`src/rtl/fcc_pkg.sv`:
```
package fcc_pkg;
    localparam int TEC_W    = 8;
    localparam int REC_W    = 7;
    localparam int INC_W    = 6;
    localparam int STEP_BIG = 8;
    localparam int TEC_PASS = 128;

    typedef enum logic [1:0] {
        FC_ACTIVE  = 2'd0,
        FC_PASSIVE = 2'd1,
        FC_BUSOFF  = 2'd2
    } fc_state_e;

    typedef struct packed {
        logic valid;
        logic tx;
        logic ack_pas;
        logic stuff;
    } pend_t;

    function automatic fc_state_e fc_state(input logic [TEC_W-1:0] t,
                                           input logic rpas,
                                           input logic boff);
        if (boff)
            return FC_BUSOFF;
        else if (rpas || (int'(t) >= TEC_PASS))
            return FC_PASSIVE;
        else
            return FC_ACTIVE;
    endfunction
endpackage

```
`src/rtl/fcc_pending.sv`:
```
module fcc_pending
    import fcc_pkg::*;
(
    input  logic clk,
    input  logic rst,
    input  logic role_tx,
    input  logic passive_now,
    input  logic ev_err,
    input  logic err_ack,
    input  logic err_stuff_arb,
    input  logic in_intermission,
    input  logic ev_flag_done,
    input  logic flag_dom_seen,
    output logic add_tx8,
    output logic add_rx1,
    output logic ovl_req
);
    pend_t pend_q;
    logic  skip;

    always_comb begin
        skip    = pend_q.stuff || (pend_q.ack_pas && !flag_dom_seen);
        add_tx8 = ev_flag_done && pend_q.valid && pend_q.tx && !skip;
        add_rx1 = ev_flag_done && pend_q.valid && !pend_q.tx;
    end

    always_ff @(posedge clk) begin
        if (rst) begin
            pend_q  <= '0;
            ovl_req <= 1'b0;
        end else begin
            ovl_req <= ev_err && in_intermission;
            if (ev_err && !in_intermission) begin
                pend_q.valid   <= 1'b1;
                pend_q.tx      <= role_tx;
                pend_q.ack_pas <= err_ack && passive_now;
                pend_q.stuff   <= err_stuff_arb;
            end else if (ev_flag_done) begin
                pend_q <= '0;
            end
        end
    end

    a_r11_ovl_pulse: assert property (@(posedge clk) disable iff (rst)
        ev_err && in_intermission |=> ovl_req);
    a_r2_pending_kept: assert property (@(posedge clk) disable iff (rst)
        ev_err && !in_intermission |=> pend_q.valid);
endmodule

```
`src/rtl/fcc_tx_counter.sv`:
```
module fcc_tx_counter
    import fcc_pkg::*;
(
    input  logic             clk,
    input  logic             rst,
    input  logic [INC_W-1:0] inc,
    input  logic             dec,
    output logic [TEC_W-1:0] cnt,
    output logic             busoff
);
    logic [TEC_W:0] sum;

    always_comb sum = {1'b0, cnt} + (TEC_W+1)'(inc);

    always_ff @(posedge clk) begin
        if (rst) begin
            cnt    <= '0;
            busoff <= 1'b0;
        end else if (!busoff) begin
            if (inc != '0) begin
                if (sum[TEC_W]) begin
                    busoff <= 1'b1;
                    cnt    <= '1;
                end else begin
                    cnt <= sum[TEC_W-1:0];
                end
            end else if (dec && cnt != '0) begin
                cnt <= cnt - 1'b1;
            end
        end
    end

    a_r7_tx_step_down: assert property (@(posedge clk) disable iff (rst)
        !busoff && dec && inc == '0 && cnt != '0 |=> cnt == $past(cnt) - 1'b1);
    a_r10_busoff_sticky: assert property (@(posedge clk) disable iff (rst)
        busoff |=> busoff && $stable(cnt));
endmodule

```
`src/rtl/fcc_rx_counter.sv`:
```
module fcc_rx_counter
    import fcc_pkg::*;
#(
    parameter logic [REC_W-1:0] RX_RELOAD = 7'd120
)(
    input  logic             clk,
    input  logic             rst,
    input  logic             freeze,
    input  logic [INC_W-1:0] inc,
    input  logic             ok,
    output logic [REC_W-1:0] field,
    output logic             passive
);
    logic [REC_W:0] sum;

    always_comb sum = {1'b0, field} + (REC_W+1)'(inc);

    always_ff @(posedge clk) begin
        if (rst) begin
            field   <= '0;
            passive <= 1'b0;
        end else if (!freeze) begin
            if (inc != '0) begin
                if (passive || sum[REC_W]) begin
                    passive <= 1'b1;
                    field   <= '1;
                end else begin
                    field <= sum[REC_W-1:0];
                end
            end else if (ok) begin
                if (passive) begin
                    passive <= 1'b0;
                    field   <= RX_RELOAD;
                end else if (field != '0) begin
                    field <= field - 1'b1;
                end
            end
        end
    end

    a_r9_pinned_at_top: assert property (@(posedge clk) disable iff (rst)
        passive |-> field == '1);
    a_r8_reload: assert property (@(posedge clk) disable iff (rst)
        passive && ok && inc == '0 && !freeze |=> !passive && field == RX_RELOAD);
endmodule

```
`src/rtl/can_fault_counters.sv`:
```
module can_fault_counters
    import fcc_pkg::*;
#(
    parameter logic [REC_W-1:0] RX_RELOAD = 7'd120
)(
    input  logic             clk,
    input  logic             rst,
    input  logic             role_tx,
    input  logic             ev_err,
    input  logic             err_ack,
    input  logic             err_stuff_arb,
    input  logic             in_intermission,
    input  logic             ev_flag_done,
    input  logic             flag_dom_seen,
    input  logic             ev_dom_after_flag,
    input  logic             ev_flag_bit_err,
    input  logic             ev_dom_run,
    input  logic             ev_tx_ok,
    input  logic             ev_rx_ok,
    output logic [TEC_W-1:0] tec,
    output logic [REC_W-1:0] rec,
    output logic             rec_passive,
    output logic             st_active,
    output logic             st_passive,
    output logic             st_busoff,
    output logic             ovl_req
);
    fc_state_e        state;
    logic             busoff;
    logic             add_tx8, add_rx1, fbe_ok;
    logic [INC_W-1:0] tx_inc, rx_inc;

    always_comb begin
        state      = fc_state(tec, rec_passive, busoff);
        st_active  = (state == FC_ACTIVE);
        st_passive = (state == FC_PASSIVE);
        st_busoff  = (state == FC_BUSOFF);
        fbe_ok     = ev_flag_bit_err && st_active;
        tx_inc = INC_W'(STEP_BIG) * (INC_W'(add_tx8)
                 + INC_W'(role_tx && fbe_ok) + INC_W'(role_tx && ev_dom_run));
        rx_inc = INC_W'(add_rx1) + INC_W'(STEP_BIG) * (
                   INC_W'(!role_tx && ev_dom_after_flag)
                 + INC_W'(!role_tx && fbe_ok) + INC_W'(!role_tx && ev_dom_run));
    end

    fcc_pending u_pend (
        .clk(clk), .rst(rst), .role_tx(role_tx), .passive_now(st_passive),
        .ev_err(ev_err), .err_ack(err_ack), .err_stuff_arb(err_stuff_arb),
        .in_intermission(in_intermission), .ev_flag_done(ev_flag_done),
        .flag_dom_seen(flag_dom_seen), .add_tx8(add_tx8), .add_rx1(add_rx1),
        .ovl_req(ovl_req)
    );

    fcc_tx_counter u_tx (
        .clk(clk), .rst(rst), .inc(tx_inc), .dec(ev_tx_ok),
        .cnt(tec), .busoff(busoff)
    );

    fcc_rx_counter #(.RX_RELOAD(RX_RELOAD)) u_rx (
        .clk(clk), .rst(rst), .freeze(busoff), .inc(rx_inc), .ok(ev_rx_ok),
        .field(rec), .passive(rec_passive)
    );

    a_r1_reset_clears: assert property (@(posedge clk)
        rst |=> tec == '0 && rec == '0 && !rec_passive && !ovl_req);
    a_r10_passive_tec: assert property (@(posedge clk) disable iff (rst)
        int'(tec) >= TEC_PASS |-> !st_active);
    a_r5_no_fbe_passive: assert property (@(posedge clk) disable iff (rst)
        st_passive && ev_flag_bit_err && !ev_dom_run && !ev_dom_after_flag
        && !ev_flag_done && !role_tx |=> rec == $past(rec));
endmodule

```
`config.mk`:
```
export PLATFORM = sky130hd
export DESIGN_NAME = can_fault_counters
export DESIGN_NICKNAME = d
export VERILOG_FILES = /design/src/rtl/fcc_pkg.sv /design/src/rtl/fcc_pending.sv /design/src/rtl/fcc_tx_counter.sv /design/src/rtl/fcc_rx_counter.sv /design/src/rtl/can_fault_counters.sv
export SDC_FILE = /design/constraint.sdc
export NUM_CORES = 1
export LEC_CHECK = 0
export BUFFER_PORTS_ARGS = -buffer_cell sky130_fd_sc_hd__buf_2
export CAP_MARGIN = 20
export CORE_MARGIN = 2
export CORE_UTILIZATION = 59
export CTS_CLUSTER_DIAMETER = 120
export DETAILED_ROUTE_END_ITERATION = 16
export PLACE_DENSITY = 0.92
export SLEW_MARGIN = 20
export SYNTH_ARGS = -nofsm -noshare
export SYNTH_HDL_FRONTEND = slang
export SYNTH_SLANG_ARGS = --single-unit
```
`constraint.sdc`:
```
create_clock -name clk -period 4.2 [get_ports clk]
set_clock_uncertainty 0.1 [all_clocks]
set_input_delay 0.63 -clock clk [delete_from_list [all_inputs] [get_ports clk]]
set_output_delay 0.63 -clock clk [all_outputs]
set_load 0.01 [all_outputs]
```
==> results.md, run 1 <==
- Yosys warning count: 0
- Setup_tns: 0 ns
- Core area: 2710 um^2
- Max Fclk: approximately 310 MHz
- Cts hold-fix bufs: 0
- Largest cells by area after synthesis: dfxtp_1 26%, a21oi_1 7.2%, ha_1 6.0%
- Leakage power: 0.797 nW
- Hpwl dp: 3050 um
- Cts bufs inserted: 3
- FF/Latch Area: 440 um^2
- Count leader, synth: a21oi_1
- Crit path DAT: 3.37 ns
- Worst-path maximum fanout: 15
- Vias in the first global route: 1507
- Ys flop type: dfxtp_1
- Hold-critical path depth: 2
- Crit-path max cell delay: 0.51 ns
- Cell Pwr Density: 534 nW/um^2
- Final worst slack: 0.956 ns
- Routed wire length per instance: 15.0 um
- Netlist cell types: 54
- CTS tree: built
- # placed instances: 271
- Post-Layout Cell Count: ~280
- GP Congestion: 0.924
- First-pass DRT Iterations: 4
- HP Start: u_pend.pend_q[3]$_SDFFE_PP0P_
- Die Ht: 57.1 um
- Clk sink count: 22
- Worst reg2reg setup slack: 0.96 ns
- WP data required: 4.33 ns
- CP Cell Sequence: nor3_1 -> nand2_1 -> nor2_1 -> fa_1 -> ha_1 -> nand2_1 -> o21a_1 -> o21ai_0 -> o21ai_0 -> a211oi_1
- Post-synth top area share: 0.264
- Synth top cells by count: 24 x a21oi_1, 22 x dfxtp_1, 21 x nor2_1, 16 x inv_1
- FF-to-FF path depth: 10
- Synthesized instance count: 219
- Detailed-route via count: 1730
- CTS resizes: 0
- H-tree depth: 1
- Asr flop ratio synth: 0
- Layout area overhead: 11.5%
- Peak supply drop: approximately 450 uV
- Crit. Startpoint: u_tx.busoff$_SDFF_PP0_
- Core Util, Final: 0.685
- Initial antenna violation count: 0
- Critical Path End Type: flop
- Clock tree buffer depth: 2
- Global-route wire length before repair: 6910 um
- CP startpoint kind: flop
- N_diodes: 0
- Post-Syn Nets: between 200 and 250
- Avg Cell Area, Syn: 7.60 um^2
- Area of the die: ~3300 um^2
- Max-Cap Viols: 0
- Largest area contributor in the netlist: dfxtp_1
- Die W: 57.1 um
- Via/cell ratio: 6.29
- HP Class: flop to flop
- Crit Path Class: flop to flop
- Post-synth EDFFs: 0
- Unrepaired setup endpoints after global routing: false
- Fin crit period: 3.24 ns
- GRT overflow: 0
- DR iter-0 viols: ~140
- Largest net degree at the start of global routing: 21
- Final count of hold timing violations: 0
- Multi-input gate area: 1120 um^2
- Tot Pwr: just under 1 mW
- Initial Utilization: 0.614
- CTS Root Cell: clkbuf_4
- Slowest cell on crit path: fa_1
- CTS clock-pin slew for the worst setup and hold paths: 0.14 ns
- FP Rows: 19
- FF-to-FF End: u_rx.field[4]$_SDFFE_PP0P_
- Routed Antenna Nets: 0
- # fillers: approximately 250
- Pre-CTS setup slack: roughly 1.0 ns
- Share of post-route cells with drive strength above 1: 0.184
- Measured slew at the worst slew-check pin: 0.723 ns
- Final period util: 0.772
- Port Buf Inserts: 33
- Layout Nets: 270
- Sequential share of the synthesized area: 0.264
- Post-Route WL: 4120 um
- Hold endpoint: u_pend.pend_q[3]$_SDFFE_PP0P_
- Rel. slew slack: 0.518
- Status: finished, final reports clean
- Postcts setup bufs: 0
- Residual DRC count: 0
- Skew-Pair Late Insertion Delay: 0.32 ns
- Gr usage total: 0.261
- Max-slew violations: 0
- Mapped Area: 1670 um^2
- Final Setup Violations: 0
- Worst flop-to-flop path startpoint: u_tx.busoff$_SDFF_PP0_
- Synth Register Bits: 22
- Ports: 34
-- critical path, delay by kind of cell (launching register included) --
| family | cells | cell delay [ns] |
|---|---|---|
| DFF | 1 | 0.49 |
| adders and majority gates | 2 | 0.88 |
| AOI/OAI and AO/OA | 4 | 1.08 |
| and+or+nand+nor | 4 | 0.59 |
-- metrics by stage --
step | area (um^2) | hold slack, ns
floorplan | 1670 | 0.372
global placement | 1820 | 0.393
detailed placement | 1820 | 0.411
CTS | 1860 | 0.439
global route | 1860 | 0.438
finish | 1860 | 0.444
-- cell families (layout without fill, tap and decap cells) --
family                   count (synthesis)  count (layout)  synth area share
AND/OR/NAND/NOR                         82              82             0.267
XOR/XNOR                                 3               3            0.0158
multiplexers                             1               1           0.00676
adder cells (fa/ha/maj)                 11              11            0.0962
buffers and inverters                   28              53            0.0654
AO/OA/AOI/OAI                           72              72             0.284
flip-flops                              22              22             0.264
-- power by group --
| part | switching, mW | internal [mW] |
|---|---|---|
| registers | 0.0920 | 0.256 |
| clock network | 0.0694 | 0.0530 |
| logic | 0.285 | 0.237 |
-- state kept, by name, indices dropped and copies added, names as in the netlist --
| register | flops |
|---|---|
| u_tx.cnt | 8 |
| u_rx.field | 7 |
| u_pend.pend_q | 4 |
| u_pend.ovl_req | 1 |
| u_rx.passive | 1 |
| u_tx.busoff | 1 |
-- worst max path at each step --
stage	to	depth (start not counted)	slack (ns)
after floorplan	u_rx.field[4]$_SDFFE_PP0P_	11	1.15
after global placement	u_rx.field[4]$_SDFFE_PP0P_	9	1.03
after detailed placement	u_rx.field[4]$_SDFFE_PP0P_	9	1.05
after CTS	u_rx.field[4]$_SDFFE_PP0P_	10	1.01
after global routing	u_rx.field[4]$_SDFFE_PP0P_	10	0.73
final	u_rx.field[4]$_SDFFE_PP0P_	10	0.96
-- metal layers --
layer  GRT usage  up-vias  wire length, um
li1            -      859                -
met1       0.357      781             1790
met2       0.427       88             1980
met3      0.0431        2              332
met4      0.0731        0               17
met5           0        -                0
-- placed cells by master, fill, tap and decap left out, types with 2 or more instances in the layout --
cell type and n:
a311oi_1 2, inv_1 16, o221ai_1 2, clkbuf_4 3, o21ai_1 2, a211oi_1 3, and3_1 6, o31ai_1 4
nor3_1 7, or3_1 4, nor2_1 21, nor3b_1 4, dfxtp_1 22, nand2b_1 3, xnor2_1 2, o21ai_0 12
buf_2 33, a21boi_0 2, fa_1 3, ha_1 8, nor4_1 3, a21oi_1 24, a31oi_1 2, a21o_1 2
o211ai_1 5, nand4_1 2, nand2_1 12, nor2b_1 3, a2111oi_0 2, nand3_1 6
-- final cells by class --
| cell class | instances | share of cell area |
|---|---|---|
| flip-flops and latches | 22 | 0.237 |
| clock buffers | 4 | 0.0195 |
| multi-input cells | 169 | 0.601 |
| well taps | 31 | 0.0209 |
| repair buffers | 33 | 0.0889 |
| inverters | 16 | 0.0323 |
Note: power is estimated with default switching activity, not from simulation.
==> inputs of run 2 (changes only) <==
--- a/config.mk
+++ b/config.mk
@@ -5,13 +5,14 @@
 export SDC_FILE = /design/constraint.sdc
 export NUM_CORES = 1
 export LEC_CHECK = 0
+export ABC_AREA = 1
 export BUFFER_PORTS_ARGS = -buffer_cell sky130_fd_sc_hd__buf_2
 export CAP_MARGIN = 20
 export CORE_MARGIN = 2
-export CORE_UTILIZATION = 59
+export CORE_UTILIZATION = 56
 export CTS_CLUSTER_DIAMETER = 120
 export DETAILED_ROUTE_END_ITERATION = 16
-export PLACE_DENSITY = 0.92
+export PLACE_DENSITY = 0.87
 export SLEW_MARGIN = 20
 export SYNTH_ARGS = -nofsm -noshare
 export SYNTH_HDL_FRONTEND = slang
==> constraint.sdc (replaced) <==
create_clock -name clk -period 3.2 [get_ports clk]
set_clock_uncertainty 0.1 [all_clocks]
set_input_delay 0.48 -clock clk [delete_from_list [all_inputs] [get_ports clk]]
set_output_delay 0.48 -clock clk [all_outputs]
set_load 0.01 [all_outputs]
==> run 2 against run 1 <==
Combinational power rose by 35%. Synthesized area rose by 9.0%. Total power rose by 28%. Via count rose by 8.5%. Clock-buffer cell count fell by 1.
==> results.md, run 2 <==
- Met3 routed WL: 277 um
- Hpwl dp: roughly 3300 um
- Mapped Area: between 1500 and 2000 um^2
- Synth Register Bits: 22
- Cell Pwr Density: 630 nW/um^2
- Layout area overhead: 11.1%
- H-tree depth: 1
- CTS clock-pin slew for the worst setup and hold paths: 0.12 ns
- Initial Utilization: 0.590
- Pre-CTS setup slack: 0.457 ns
- Max-Cap Viols: 0
- Worst reg2reg setup slack: about 0.42 ns
- Die W: 60.9 um
- Most frequent cells in the layout: 80 x nand2_1, 38 x inv_1, 35 x nor2_1, 33 x buf_2, 23 x nand3_1
- Layout Nets: 348
- Post-Layout Cell Count: roughly 370
- N_diodes: 0
- HP Class: input pin to flop
- Measured slew at the worst slew-check pin: 0.444 ns
- Leakage power: 1.04 nW
- Post-Route WL: 4220 um
- Largest cells by area after synthesis: dfxtp_1 24%, nand2_1 17%, inv_1 7.9%
- GP Congestion: 0.938
- Critical Path End Type: flop
- Setup_tns: 0 ns
- Postcts setup bufs: 0
- CP startpoint kind: flop
- Routed wire length per instance: 11.6 um
- Rel. slew slack: 0.704
- Core area: 3080 um^2
- Final count of hold timing violations: 0
- Fin crit period: roughly 2.8 ns
- Synthesized instance count: 290
- Post-Syn Nets: roughly 320
- Largest area contributor in the netlist: dfxtp_1
- Status: finished, final reports clean
- Ports: 34
- FF/Latch Area: 440 um^2
- Post-synth top area share: 0.243
- Max reg flops: 8
- Clock tree buffer depth: 2
- Biggest register: u_tx.cnt
- Yosys warning count: 0
- Skew-Pair Late Insertion Delay: 0.31 ns
- Met2 WL: ~1900 um
- Via/cell ratio: just over 5
- Commonest non-fill, non-tap cell in the layout: nand2_1
- Area of the die: 3710 um^2
- Ys flop type: dfxtp_1
- Max Fclk: 360 MHz
- Max-slew violations: 0
- Unrepaired setup endpoints after global routing: false
- CTS tree: built
- Port Buf Inserts: 33
- Regs by FF count: u_tx.cnt (8), u_rx.field (7), u_pend.pend_q (4)
- DR top layer: met4
- Gr usage total: 0.250
- Multi-input gate area: roughly 1200 um^2
- Crit Path Class: flop to flop
- Initial antenna violation count: 0
- Crit path DAT: around 2.9 ns
- Avg Cell Area, Syn: 6.26 um^2
- First-pass DRT Iterations: 4
- Detailed-route via count: 1877
- Count leader, synth: nand2_1
- Final period util: 0.867
- Core Util, Final: 0.655
- Synth top cells by count: 80 x nand2_1, 38 x inv_1, 35 x nor2_1, 23 x nand3_1, 22 x dfxtp_1
- CTS Root Cell: clkbuf_4
- Vias in the first global route: ~1600
- Die Ht: between 60 and 70 um
- CTS resizes: 0
- Asr flop ratio synth: 0
- # placed instances: around 360
- Peak supply drop: 399 uV
- Largest net degree at the start of global routing: 14
- FP Rows: 20
- Hold_ws: 0.281 ns
- Share of post-route cells with drive strength above 1: 0.206
- Post-synth EDFFs: 0
- Final worst slack: 0.424 ns
- Final Setup Violations: 0
- # fillers: 305
- Cts hold-fix bufs: 0
- Cts bufs inserted: 3
- GRT overflow: 0
- Residual DRC count: 0
- Clk sink count: 22
- Global-route wire length before repair: between 7000 and 8000 um
- DR iter-0 viols: 114
- DRT met1 WL: 2040 um
- Netlist cell types: 29
- Sequential share of the synthesized area: 0.243
- WP data required: 3.30 ns
- Worst-path maximum fanout: 7
- Routed Antenna Nets: 0
-- run 2: report_power, final --
part / internal, mW / switching, mW / total, mW
combinational: 0.277 / 0.426 / 0.702
sequential: 0.331 / 0.109 / 0.439
clock: 0.0441 / 0.0860 / 0.130
-- run 2: per-stage QoR --
stage | power, mW | cell area (um^2)
global placement | 1.11 | 1990
global route | 1.39 | 2020
floorplan | 0.977 | 1820
finish | 1.27 | 2020
CTS | 1.27 | 2020
detailed placement | 1.14 | 1990
-- run 2: per-layer routing --
metal / vias up / GRT usage
met4: 0 / 0.0466
met2: 60 / 0.415
met3: 2 / 0.0426
met1: 836 / 0.346
li1: 979 / -
met5: - / 0
-- run 2: critical path, cell delays in order (launching register included) --
cell	delay, ns
dfxtp_1	0.39
nor3_1	0.33
nand2_1	0.11
nor2_1	0.14
fa_1	0.48
ha_1	0.37
nand2_1	0.10
nor2_1	0.05
nand2_1	0.08
nand2_2	0.08
nor2_4	0.17
nand2_1	0.09
nand3_1	0.09
a21oi_1	0.06
-- run 2: logic make-up after synthesis --
logic type	after synthesis	synth area share
compound gates	37	0.115
flops	22	0.243
buf+inv	51	0.119
fa+ha+maj	11	0.0882
xor+xnor	4	0.0193
simple gates	165	0.416
-- run 2: final timing paths --
path / from / to / cells past startpoint
max: u_rx.passive$_SDFFE_PP0P_ / u_rx.field[3]$_SDFFE_PP0P_ / 13
max reg2reg: u_rx.passive$_SDFFE_PP0P_ / u_rx.field[3]$_SDFFE_PP0P_ / 13
min reg2reg: u_pend.pend_q[1]$_SDFFE_PP0P_ / u_pend.pend_q[1]$_SDFFE_PP0P_ / 2
min: ev_err / u_pend.ovl_req$_SDFF_PP0_ / 3
-- run 2: cell type report --
cell class                 instances  share of cell area
multi-input combinational        217               0.575
sequential                        22               0.218
inverter                          46              0.0862
timing repair buffer              33              0.0819
tap                               44              0.0273
clock buffer                       3              0.0112
==> inputs of run 3 (changes only) <==
==> constraint.sdc (replaced) <==
create_clock -name clk -period 3.2 [get_ports clk]
set_clock_uncertainty 0.1 [all_clocks]
set_input_delay 0.32 -clock clk [delete_from_list [all_inputs] [get_ports clk]]
set_output_delay 0.32 -clock clk [all_outputs]
set_load 0.01 [all_outputs]
==> run 3 against run 2 <==
Via count stayed put. Global-route usage is 0.57 points higher. Clock-buffer cell count is 1 higher. Highest routed layer unchanged. Largest power group unchanged.
==> results.md, run 3 (same netlist as run 2, synthesis figures left out) <==
- Routed wire length per instance: 11.7 um
- # fillers: 293
- Residual DRC count: 0
- Max-Cap Viols: 0
- Critical Path End Type: flop
- Commonest non-fill, non-tap cell in the layout: nand2_1
- Biggest register: u_tx.cnt
- GRT overflow: 0
- Crit Path Class: flop to flop
- Die Ht: 60.9 um
- CTS tree: built
- Core area: 3080 um^2
- Slowest cell on crit path: fa_1
- Global-route wire length before repair: 7190 um
- Die W: approximately 61 um
- Layout Nets: 348
- Leakage power: 1.05 nW
- Vias in the first global route: 1703
- Max-slew violations: 0
- CP top delay family: adder cells
- First-pass DRT Iterations: 4
- Detailed-route via count: 1877
- Hpwl dp: 3350 um
- Measured slew at the worst slew-check pin: 0.424 ns
- Crit path top cell by count: nand2_1
- Initial antenna violation count: 0
- Fin crit period: 2.64 ns
- CTS clock-pin slew for the worst setup and hold paths: ~0.13 ns
- CTS Root Cell: clkbuf_4
- Largest net degree at the start of global routing: 14
- CP Cell Sequence: nor3_1 -> nand2_1 -> nor2_1 -> fa_1 -> ha_1 -> inv_1 -> fa_1 -> o21ai_0 -> nand3_1 -> nand2_1 -> nand2_1 -> nand2_1 -> a21oi_2
- FP Rows: 20
- HP Class: input pin to flop
- GP Congestion: roughly 0.93
- N_diodes: 0
- Via/cell ratio: 5.13
- Rel. slew slack: 0.717
- H-tree depth: 1
- Setup_tns: 0 ns
- Cell Pwr Density: ~640 nW/um^2
- Initial Utilization: 0.590
- Status: finished, final reports clean
- Final period util: 0.826
- Final Setup Violations: 0
- Bufs and invs on worst path: 1
- Regs by FF count: u_tx.cnt (8), u_rx.field (7), u_pend.pend_q (4)
- Post-Route WL: about 4300 um
- Unrepaired setup endpoints after global routing: false
- Worst-path maximum fanout: 6
- DR iter-0 viols: 118
- Gr usage total: 0.256
- WP data required: around 3.3 ns
- CTS resizes: 0
- Final count of hold timing violations: 0
- Port Buf Inserts: 33
- Layout area overhead: 11.9%
- Cts hold-fix bufs: 0
- Crit-path max cell delay: 0.55 ns
- Routed Antenna Nets: 0
- Crit path DAT: about 2.7 ns
- Max reg flops: 8
- CP startpoint kind: flop
- Clk sink count: 22
- Cts bufs inserted: 3
- Clock tree buffer depth: 2
- Ports: 34
- Most frequent cells in the layout: 80 x nand2_1, 38 x inv_1, 35 x nor2_1, 33 x buf_2, 23 x nand3_1
- Area of the die: 3710 um^2
- Postcts setup bufs: 0
- Max Fclk: 379 MHz
- Share of post-route cells with drive strength above 1: 0.208
- Peak supply drop: 407 uV
- Tot Pwr: approximately 1.3 mW
- Skew-Pair Late Insertion Delay: ~0.31 ns
==> run 3: cell types whose count changed in the layout (fill, tap and decap cells not counted) <==
| cell | delta |
|---|---|
| clkbuf_8 | +1 |
==> run 3: path summary, 6_finish.rpt <==
kind | from | to | slack [ns] | cells after the start
worst max-delay path | u_rx.passive$_SDFFE_PP0P_ | u_tx.cnt[7]$_SDFFE_PP0P_ | 0.56 | 13
worst min-delay path | ev_err | u_pend.ovl_req$_SDFF_PP0_ | 0.12 | 3
worst max register to register | u_rx.passive$_SDFFE_PP0P_ | u_tx.cnt[7]$_SDFFE_PP0P_ | 0.56 | 13
worst min register to register | u_pend.pend_q[1]$_SDFFE_PP0P_ | u_pend.pend_q[1]$_SDFFE_PP0P_ | 0.38 | 2
==> run 3: layout make-up <==
cell class | count | area (um^2) | area share
Clock buffer | 4 | 36.3 | 0.0179
Inverter | 46 | 174 | 0.0856
Multi-Input combinational cell | 217 | 1160 | 0.571
Sequential cell | 22 | 440 | 0.217
Tap cell | 44 | 55.1 | 0.0271
Timing Repair Buffer | 33 | 165 | 0.0813
==> run 3: power breakdown <==
part / total, mW / internal, mW / switching (mW)
registers: 0.436 / 0.331 / 0.105
clock network: 0.159 / 0.0695 / 0.0890
logic: 0.711 / 0.278 / 0.434
==> run 3: metal layers <==
metal  up-vias  routed length, um  GRT usage
met5         -                  0          0
met1       826               1990      0.352
met3         2                337     0.0512
li1        976                  -          -
met2        73               1940      0.418
met4         0                 13     0.0528
==> run 3: worst min-delay path: stages <==
cell     delay, ns
buf_2         0.10
nand2_1       0.05
nor2_1        0.03
==> run 3: per-stage QoR <==
stage	instances	area [um^2]	setup slack, ns	util	hold WS (ns)
3_5_place_dp	362	1990	0.581	0.648	0.362
5_1_grt	366	2030	0.345	0.660	0.108
4_1_cts	366	2030	0.567	0.660	0.115
2_1_floorplan	290	1820	0.655	-	0.289
3_3_place_gp	362	1990	0.612	0.648	0.352
6_report	366	2030	0.558	0.660	0.122
